## config.mk

```make
export PLATFORM = sky130hd
export DESIGN_NAME = link_recovery_seq
export DESIGN_NICKNAME = d
export VERILOG_FILES = /design/src/rtl/lrs_pkg.sv /design/src/rtl/lrs_cool_gate.sv /design/src/rtl/lrs_rate_limiter.sv /design/src/rtl/link_recovery_seq.sv
export SDC_FILE = /design/constraint.sdc
export NUM_CORES = 1
export LEC_CHECK = 0
export ABC_AREA = 1
export BUFFER_PORTS_ARGS = -buffer_cell sky130_fd_sc_hd__buf_2
export CAP_MARGIN = 20
export CORE_ASPECT_RATIO = 0.7
export CORE_MARGIN = 2
export CORE_UTILIZATION = 40
export CTS_CLUSTER_DIAMETER = 150
export DETAILED_ROUTE_END_ITERATION = 8
export GPL_TIMING_DRIVEN = 1
export HOLD_SLACK_MARGIN = 0.03
export PLACE_DENSITY_LB_ADDON = 0.15
export SLEW_MARGIN = 10
export SYNTH_ARGS = -nofsm -noshare
export SYNTH_HDL_FRONTEND = slang
export SYNTH_SLANG_ARGS = --single-unit
```

## constraint.sdc

```tcl
create_clock -name clk -period 2.9 [get_ports clk]
set_input_delay 0.58 -clock clk [delete_from_list [all_inputs] [get_ports clk]]
set_output_delay 0.58 -clock clk [all_outputs]
set_load 0.05 [all_outputs]
```

## src/rtl/lrs_pkg.sv

```systemverilog
package lrs_pkg;

    typedef enum logic [2:0] {
        ST_ONLINE   = 3'd0,
        ST_COOLING  = 3'd1,
        ST_BACKOFF  = 3'd2,
        ST_OBSERVE  = 3'd3,
        ST_LIMITED  = 3'd4,
        ST_ISOLATED = 3'd5
    } rec_state_e;

    localparam logic [2:0] LVL_FULL   = 3'd0;
    localparam logic [2:0] LVL_SLOW   = 3'd1;
    localparam logic [2:0] LVL_WEAK   = 3'd2;
    localparam logic [2:0] LVL_LISTEN = 3'd3;
    localparam logic [2:0] LVL_OFF    = 3'd4;

endpackage

```

## src/rtl/lrs_cool_gate.sv

```systemverilog
module lrs_cool_gate #(
    parameter int TEMP_W  = 8,
    parameter int TEMP_OK = 90,
    parameter int WAIT_S  = 5,
    parameter int HOLD_S  = 3
) (
    input  logic              clk,
    input  logic              rst_n,
    input  logic              en,
    input  logic              tick,
    input  logic [TEMP_W-1:0] temp,
    input  logic              rising,
    output logic              pass
);
    localparam int TOTAL = WAIT_S + HOLD_S;
    localparam int TM_W  = $clog2(TOTAL + 1);

    logic [TM_W-1:0] tmr;
    logic            temp_ok;
    logic            time_ok;

    always_ff @(posedge clk or negedge rst_n) begin
        if (!rst_n)
            tmr <= '0;
        else if (!en)
            tmr <= '0;
        else if (tick && (tmr != TM_W'(TOTAL)))
            tmr <= tmr + 1'b1;
    end

    always_comb begin
        temp_ok = (temp < TEMP_W'(TEMP_OK)) && !rising;
        time_ok = (tmr == TM_W'(TOTAL));
        pass    = en && (temp_ok || time_ok);
    end

    // timer never runs outside the cooling phase
    p_timer_idle_r1: assert property (@(posedge clk) disable iff (!rst_n)
        !en |=> (tmr == '0));

endmodule

```

## src/rtl/lrs_rate_limiter.sv

```systemverilog
module lrs_rate_limiter #(
    parameter int BO_CAP_S  = 8,
    parameter int WIN_MIN   = 1,
    parameter int WIN_CAP   = 3,
    parameter int TOK_MAX   = 4,
    parameter int TOK_COST  = 2,
    parameter int REFILL_PM = 6
) (
    input  logic clk,
    input  logic rst_n,
    input  logic tick,
    input  logic take,
    input  logic fail,
    input  logic done,
    output logic allow,
    output logic [$clog2(BO_CAP_S+1)-1:0] bo_s,
    output logic [$clog2(TOK_MAX+1)-1:0]  tokens
);
    localparam int WIN_S = WIN_MIN * 60;
    localparam int AGE_W = $clog2(WIN_S);
    localparam int BO_W  = $clog2(BO_CAP_S + 1);
    localparam int TOK_W = $clog2(TOK_MAX + 1);
    localparam int CNT_W = $clog2(WIN_CAP + 1);

    // ---------------- backoff ----------------
    always_ff @(posedge clk or negedge rst_n) begin
        if (!rst_n)
            bo_s <= BO_W'(1);
        else if (done)
            bo_s <= BO_W'(1);
        else if (fail) begin
            if (int'(bo_s) * 2 >= BO_CAP_S)
                bo_s <= BO_W'(BO_CAP_S);
            else
                bo_s <= bo_s << 1;
        end
    end

    // ---------------- token bucket ----------------
    logic [6:0] acc;
    logic [7:0] acc_sum;
    logic       refill;
    int         tok_nxt;

    always_comb begin
        acc_sum = {1'b0, acc} + 8'(REFILL_PM);
        refill  = tick && (acc_sum >= 8'd60);
        tok_nxt = int'(tokens) + (refill ? 1 : 0) - (take ? TOK_COST : 0);
        if (tok_nxt > TOK_MAX) tok_nxt = TOK_MAX;
        if (tok_nxt < 0)       tok_nxt = 0;
    end

    always_ff @(posedge clk or negedge rst_n) begin
        if (!rst_n) begin
            acc    <= '0;
            tokens <= TOK_W'(TOK_MAX);
        end else begin
            if (tick) acc <= refill ? 7'(acc_sum - 8'd60) : acc_sum[6:0];
            tokens <= TOK_W'(tok_nxt);
        end
    end

    // ---------------- sliding attempt window ----------------
    logic [WIN_CAP-1:0] vld;
    logic [AGE_W-1:0]   age     [WIN_CAP];
    logic [WIN_CAP-1:0] vld_aged;
    logic [AGE_W-1:0]   age_aged[WIN_CAP];
    logic [CNT_W-1:0]   used;

    for (genvar i = 0; i < WIN_CAP; i++) begin : g_slot
        always_comb begin
            vld_aged[i] = vld[i];
            age_aged[i] = age[i];
            if (tick && vld[i]) begin
                if (age[i] == AGE_W'(WIN_S - 1)) vld_aged[i] = 1'b0;
                else                             age_aged[i] = age[i] + 1'b1;
            end
        end

        always_ff @(posedge clk or negedge rst_n) begin
            if (!rst_n) begin
                vld[i] <= 1'b0;
                age[i] <= '0;
            end else if (take) begin
                if (i == 0) begin
                    vld[i] <= 1'b1;
                    age[i] <= '0;
                end else begin
                    vld[i] <= vld_aged[i-1];
                    age[i] <= age_aged[i-1];
                end
            end else begin
                vld[i] <= vld_aged[i];
                age[i] <= age_aged[i];
            end
        end
    end

    always_comb begin
        used = '0;
        for (int i = 0; i < WIN_CAP; i++) used = used + CNT_W'(vld[i]);
        allow = (used < CNT_W'(WIN_CAP)) && (tokens >= TOK_W'(TOK_COST));
    end

    // bucket never above its depth
    p_tok_depth_r4: assert property (@(posedge clk) disable iff (!rst_n)
        tokens <= TOK_W'(TOK_MAX));
    // an attempt always leaves fewer or equal tokens
    p_take_drains_r4: assert property (@(posedge clk) disable iff (!rst_n)
        take |=> tokens <= $past(tokens));
    // backoff stays within 1..cap and never shrinks on failure
    p_bo_range_r2: assert property (@(posedge clk) disable iff (!rst_n)
        (bo_s != '0) && (bo_s <= BO_W'(BO_CAP_S)));
    p_bo_grow_r2: assert property (@(posedge clk) disable iff (!rst_n)
        fail |=> bo_s >= $past(bo_s));

endmodule

```

## src/rtl/link_recovery_seq.sv

```systemverilog
module link_recovery_seq
    import lrs_pkg::*;
#(
    parameter int TEMP_W    = 8,
    parameter int TEMP_OK   = 90,
    parameter int WAIT_S    = 5,
    parameter int HOLD_S    = 3,
    parameter int BO_CAP_S  = 8,
    parameter int WIN_MIN   = 1,
    parameter int WIN_CAP   = 3,
    parameter int TOK_MAX   = 4,
    parameter int TOK_COST  = 2,
    parameter int REFILL_PM = 6,
    parameter int OBS_S     = 2,
    parameter int LIM_S     = 2,
    parameter int STABLE_S  = 10,
    parameter int ERR_W     = 8,
    parameter int RETRY_W   = 4
) (
    input  logic                           clk,
    input  logic                           rst_n,
    input  logic                           tick_1s,
    input  logic [TEMP_W-1:0]              temp_code,
    input  logic                           temp_rising,
    input  logic                           bus_off,
    input  logic                           thermal_evt,
    input  logic [ERR_W-1:0]               err_cnt,
    output logic                           speed_low,
    output logic                           drive_low,
    output logic                           listen_only,
    output logic                           isolate,
    output logic                           tx_en,
    output logic                           tx_limited,
    output logic [2:0]                     state_code,
    output logic [2:0]                     level,
    output logic [RETRY_W-1:0]             retry_idx,
    output logic [$clog2(BO_CAP_S+1)-1:0]  backoff_s,
    output logic [$clog2(TOK_MAX+1)-1:0]   tokens
);
    localparam int SEC_W  = 16;
    localparam int STAB_W = $clog2(STABLE_S + 1);
    localparam int BO_W   = $clog2(BO_CAP_S + 1);

    rec_state_e         st, st_nxt;
    logic [SEC_W-1:0]   sec_cnt;
    logic [ERR_W-1:0]   err_base, err_prev;
    logic [STAB_W-1:0]  stab_cnt;
    logic [2:0]         lvl;
    logic [RETRY_W-1:0] retry;
    logic               gate_pass, allow, take, fail, done, err_up;
    logic [BO_W-1:0]    bo_s;

    lrs_cool_gate #(
        .TEMP_W(TEMP_W), .TEMP_OK(TEMP_OK), .WAIT_S(WAIT_S), .HOLD_S(HOLD_S)
    ) u_gate (
        .clk(clk), .rst_n(rst_n), .en(st == ST_COOLING), .tick(tick_1s),
        .temp(temp_code), .rising(temp_rising), .pass(gate_pass)
    );

    lrs_rate_limiter #(
        .BO_CAP_S(BO_CAP_S), .WIN_MIN(WIN_MIN), .WIN_CAP(WIN_CAP),
        .TOK_MAX(TOK_MAX), .TOK_COST(TOK_COST), .REFILL_PM(REFILL_PM)
    ) u_lim (
        .clk(clk), .rst_n(rst_n), .tick(tick_1s), .take(take), .fail(fail),
        .done(done), .allow(allow), .bo_s(bo_s), .tokens(tokens)
    );

    // -------- next-state logic --------
    always_comb begin
        err_up = err_cnt > err_prev;
        fail   = ((st == ST_OBSERVE) || (st == ST_LIMITED)) &&
                 (bus_off || (err_cnt > err_base));
        take   = (st == ST_BACKOFF) && (sec_cnt >= SEC_W'(bo_s)) && allow;
        st_nxt = st;
        unique case (st)
            ST_ONLINE:   if (bus_off || thermal_evt) st_nxt = ST_COOLING;
            ST_COOLING:  if (gate_pass) st_nxt = ST_BACKOFF;
            ST_BACKOFF:  if (take) st_nxt = ST_OBSERVE;
            ST_OBSERVE: begin
                if (fail)
                    st_nxt = (lvl == LVL_LISTEN) ? ST_ISOLATED : ST_BACKOFF;
                else if (sec_cnt >= SEC_W'(OBS_S))
                    st_nxt = ST_LIMITED;
            end
            ST_LIMITED: begin
                if (fail)
                    st_nxt = (lvl == LVL_LISTEN) ? ST_ISOLATED : ST_BACKOFF;
                else if (sec_cnt >= SEC_W'(LIM_S))
                    st_nxt = ST_ONLINE;
            end
            ST_ISOLATED: st_nxt = ST_ISOLATED;
            default:     st_nxt = ST_ONLINE;
        endcase
        done = (st == ST_LIMITED) && (st_nxt == ST_ONLINE);
    end

    // -------- state register --------
    always_ff @(posedge clk or negedge rst_n) begin
        if (!rst_n) st <= ST_ONLINE;
        else        st <= st_nxt;
    end

    // -------- timers, ladder, baseline --------
    always_ff @(posedge clk or negedge rst_n) begin
        if (!rst_n) begin
            sec_cnt  <= '0;
            err_base <= '0;
            err_prev <= '0;
            stab_cnt <= '0;
            lvl      <= LVL_FULL;
            retry    <= '0;
        end else begin
            err_prev <= err_cnt;
            if (st_nxt != st)
                sec_cnt <= '0;
            else if (tick_1s && (sec_cnt != '1))
                sec_cnt <= sec_cnt + 1'b1;

            if (take) err_base <= err_cnt;

            if (fail) begin
                lvl <= lvl + 1'b1;
                if (retry != '1) retry <= retry + 1'b1;
            end else if (done) begin
                retry <= '0;
            end

            if ((st != ST_ONLINE) || err_up)
                stab_cnt <= '0;
            else if (tick_1s) begin
                if (stab_cnt == STAB_W'(STABLE_S - 1)) begin
                    stab_cnt <= '0;
                    if ((lvl != LVL_FULL) && (lvl != LVL_OFF)) lvl <= lvl - 1'b1;
                end else begin
                    stab_cnt <= stab_cnt + 1'b1;
                end
            end
        end
    end

    // -------- outputs --------
    always_comb begin
        speed_low   = (lvl >= LVL_SLOW) && (lvl != LVL_OFF);
        drive_low   = (lvl >= LVL_WEAK) && (lvl != LVL_OFF);
        listen_only = (lvl == LVL_LISTEN);
        isolate     = (lvl == LVL_OFF);
        tx_en       = ((st == ST_ONLINE) || (st == ST_LIMITED)) && (lvl < LVL_LISTEN);
        tx_limited  = (st == ST_LIMITED);
        state_code  = st;
        level       = lvl;
        retry_idx   = retry;
        backoff_s   = bo_s;
    end

    // isolation is terminal
    p_isolated_sticky_r10: assert property (@(posedge clk) disable iff (!rst_n)
        (st == ST_ISOLATED) |=> (st == ST_ISOLATED) && (lvl == LVL_OFF));
    // bus-off during rejoin never leaves the node in a rejoin stage
    p_abort_on_busoff_r8: assert property (@(posedge clk) disable iff (!rst_n)
        ((st == ST_OBSERVE) || (st == ST_LIMITED)) && bus_off |=>
        (st == ST_BACKOFF) || (st == ST_ISOLATED));
    // limited transmit is only reached from silent observe
    p_rejoin_order_r7: assert property (@(posedge clk) disable iff (!rst_n)
        (st == ST_LIMITED) && ($past(st) != ST_LIMITED) |-> $past(st) == ST_OBSERVE);
    // each failure moves the ladder exactly one step down
    p_ladder_step_r5: assert property (@(posedge clk) disable iff (!rst_n)
        fail |=> lvl == $past(lvl) + 3'd1);
    // admitted attempts always respect the limiter
    p_take_allowed_r3: assert property (@(posedge clk) disable iff (!rst_n)
        (st == ST_OBSERVE) && ($past(st) == ST_BACKOFF) |-> $past(allow));

endmodule

```

==> out/qor.csv <==
stage;metric;value;unit
floorplan;core region area;13100;um^2
placed_design;pre-CTS setup slack;0.0594;ns
floorplan;Boundary Pins;45;
global_route;initial antenna violation count;0;
synthesis;#FFs+latches synth;84;
floorplan;Vert. Die Dim;100;um
power;worst vdd ir;450;uV
global_route;vias in the first global route;4181;
clock_network;clock sinks;84;
synthesis;Cell Area, Synth;5300;um^2
finish;Finished Cell Area;6150;um^2
setup_path;Critical path buffers and inverters;3;
drt;DR WL/cell;12.8;um
synthesis;synth top area cells;dfrtp_1 (39%), ha_1 (10%), nand2_1 (8.9%);
finish;commonest non-fill, non-tap cell in the layout;nand2_1;
finish;share of post-route cells with drive strength above 1;16.9;%
floorplan;area of the die;14200;um^2
drt;initial DRC count;176;
clock_network;CTS Buffer Depth;2;
drt;Pre-antenna DRT Iters;5;
global_route;largest net degree at the start of global routing;41;
synthesis;Cell variety after synth;50;
setup_path;Crit Path Max Fanout;3;
min_path;Min-Delay Path Class;in -> async;
sta;min Tclk post-route;2.79;ns
setup_path;Crit. End Element;flip-flop;
clock_network;CTS tree;built;
clock_network;cts hold-fix bufs;0;
finish;Area Growth Syn to Fin;16.1;%
drt;DR vias/cell;4.83;
finish;antenna fix cells;0;
global_route;first-pass GRT wire length;19800;um
placed_design;Placed Instances;867;
finish;non-filler cells, final;887;
floorplan;num rows;35;
setup_path;Slowest Stage Delay on Critical Path;0.51;ns
sta;Final setup viols;0;
synthesis;syn nets;727;
setup_path;cell with the most instances on the worst path;inv_2;
clock_network;worst-skew pair later-pin latency;0.34;ns
clock_network;CTS Buf Count;9;
finish;# nets final;783;
setup_path;kind of critical path;reg -> reg;
sta;PnR worst setup slack;0.107;ns
synthesis;Yosys top cell by area;dfrtp_1;
clock_network;Clock transition at path regs;0.06;ns
sta;fmax;358;MHz
floorplan;initial core utilization;40.6;%
sta;Max Slew Vio Count;0;
sta;clk_skew;0.00625;ns
synthesis;Synthesis Warnings;0;
setup_path;CP arrival;3.05;ns
placed_design;Port Buffers;43;
synthesis;sequential fraction of the synthesis area;39.7;%
clock_network;H-tree levels;3;
status;outcome;finished, final reports clean;
placed_design;DP Area;5780;um^2
sta;Hold Fails Final Rpt;0;
global_route;grt total ovfl;0;
finish;most frequent cells in the layout;nand2_1 (125), inv_1 (95), dfrtp_1 (79), nor2_1 (62), nand3_1 (48);
synthesis;top cell type's share of synthesized area;38.8;%
setup_path;CP Data Required Time;3.16;ns
finish;# fillers;1260;
floorplan;Die Wd;142;um
setup_path;Cell Chain, Critical Path;inv_2 > fa_1 > o22ai_1 > nor3_1 > a21boi_2 > inv_2 > ha_4 > inv_2 > ha_4 > a21oi_2 > nor2_1 > ha_1 > nand3_2 > a21o_1 > nor3_2;
sta;Least-Margin Pin Slew;0.561;ns
power;Lkg Pwr;0.00312;uW
sta;Relative slew margins;62.6;%
run;total of max-cap violations;0;
power;Final Power;3860;uW
sta;RSZ-0062 raised after global routing;yes;
drt;vias;4285;
global_route;GR Util All Layers;17.4;%
drt;Final Routed Wirelength;11400;um
drt;Antenna Nets Post-Route;0;
power;Pwr Density;627;nW/um^2
drt;DRC viols;0;
setup_path;crit path launch type;flip-flop;
placed_design;hpwl dp;8550;um
setup_path;family with the most delay on the worst path;adder cells;
synthesis;Mapped Cells;660;
setup_path;Crit-path slowest cell;fa_1;
sta;fin crit share;96.3;%
placed_design;Final GP Congestion;0.839;
synthesis;syn_area_per_cell;8.02;um^2
clock_network;clk root buf;clkbuf_16;
-- stage by stage --
stage / hold WS (ns) / setup TNS [ns] / utilization [%]
after floorplan: 0.284 / -0.00975 / -
after global placement: 0.477 / 0 / 44.3
after detailed placement: 0.495 / 0 / 44.3
after CTS: 0.245 / 0 / 46.7
after global routing: 0.265 / -0.143 / 47.1
final: 0.233 / 0 / 47.1
-- cell type report --
| type | instances | area, um^2 | area share (%) |
|---|---|---|---|
| Tap cell | 166 | 208 | 3.38 |
| Clock inverter | 4 | 73.8 | 1.20 |
| Inverter | 103 | 387 | 6.29 |
| Multi-Input combinational cell | 462 | 2800 | 45.5 |
| Clock buffer | 12 | 246 | 4.01 |
| Timing Repair Buffer | 56 | 328 | 5.33 |
| Sequential cell | 84 | 2110 | 34.3 |
-- kinds of logic after synthesis --
group | Yosys count | synth area share [%]
and+or+nand+nor | 291 | 25.0
buffers and inverters | 114 | 8.53
AOI/OAI and AO/OA | 91 | 10.1
DFF | 84 | 39.7
adders and majority gates | 45 | 10.8
xor gates and xnor gates | 33 | 5.46
muxes | 2 | 0.402
-- routing by layer --
layer  global-route usage (%)  part of all wire [%]
met5                        0                     0
met1                     25.5                    53
met2                     26.3                    44
met4                     4.77                  0.74
met3                     3.53                   2.4
-- sequential cells by signal, summed over array words and instances (netlist names) --
register,count
u_gate.tmr,4
u_lim.vld,3
level,3
u_lim.bo_s,4
err_base,8
retry_idx,4
sec_cnt,16
u_lim.acc,6
u_lim.age,18
state_code,3
err_prev,8
stab_cnt,4
u_lim.tokens,3
-- worst reg2reg max path: stages, from the launching register on --
cell,delay (ns)
dfrtp_1,0.39
inv_2,0.07
fa_1,0.51
o22ai_1,0.08
nor3_1,0.17
a21boi_2,0.21
inv_2,0.08
ha_4,0.16
inv_2,0.05
ha_4,0.20
a21oi_2,0.10
nor2_1,0.07
ha_1,0.29
nand3_2,0.07
a21o_1,0.19
nor3_2,0.11
-- where the power goes --
part           internal, uW  switching, uW  total [uW]
Combinational           455            694        1150
Clock                   779            458        1240
Sequential             1330            143        1470
-- synth_stat cells (all sizes together) --
master,number
nand2,128
fa,1
and2,1
nand4,10
o31ai,1
dfstp,2
mux2,1
mux2i,1
nor3,18
o21ba,1
a21o,3
nand3b,1
o21bai,1
o21ai,45
or2,5
nand3,51
nor3b,1
a311oi,1
o211ai,3
clkbuf,3
o311ai,1
dfrtp,82
a31oi,3
ha,44
o22ai,4
nor2,74
a31o,1
nor4,2
inv,103
a21oi,23
a211oi,2
xnor2,6
buf,8
a21boi,2
xor2,27
-- path summary, 6_finish.rpt --
path	start	endpoint	slack [ns]	cells past startpoint
max	u_lim.vld[1]$_DFF_PN0_	u_lim.tokens[0]$_DFF_PN0_	0.11	15
min	rst_n	u_lim.acc[3]$_DFFE_PN0P_	0.23	1
max reg2reg	u_lim.vld[1]$_DFF_PN0_	u_lim.tokens[0]$_DFF_PN0_	0.11	15
min reg2reg	u_lim.acc[1]$_DFFE_PN0P_	u_lim.acc[1]$_DFFE_PN0P_	0.49	1
max in group asynchronous	rst_n	err_base[1]$_DFFE_PN0N_	2.02	2
min in group clk	err_cnt[0]	err_prev[0]$_DFF_PN0_	0.37	1
-- repair_timing --
action,4_1_cts,5_1_grt
resized for setup,0,5
setup buffers,0,4
endpoints found under the setup margin,0,3
Note: power is estimated with default switching activity, not from simulation.
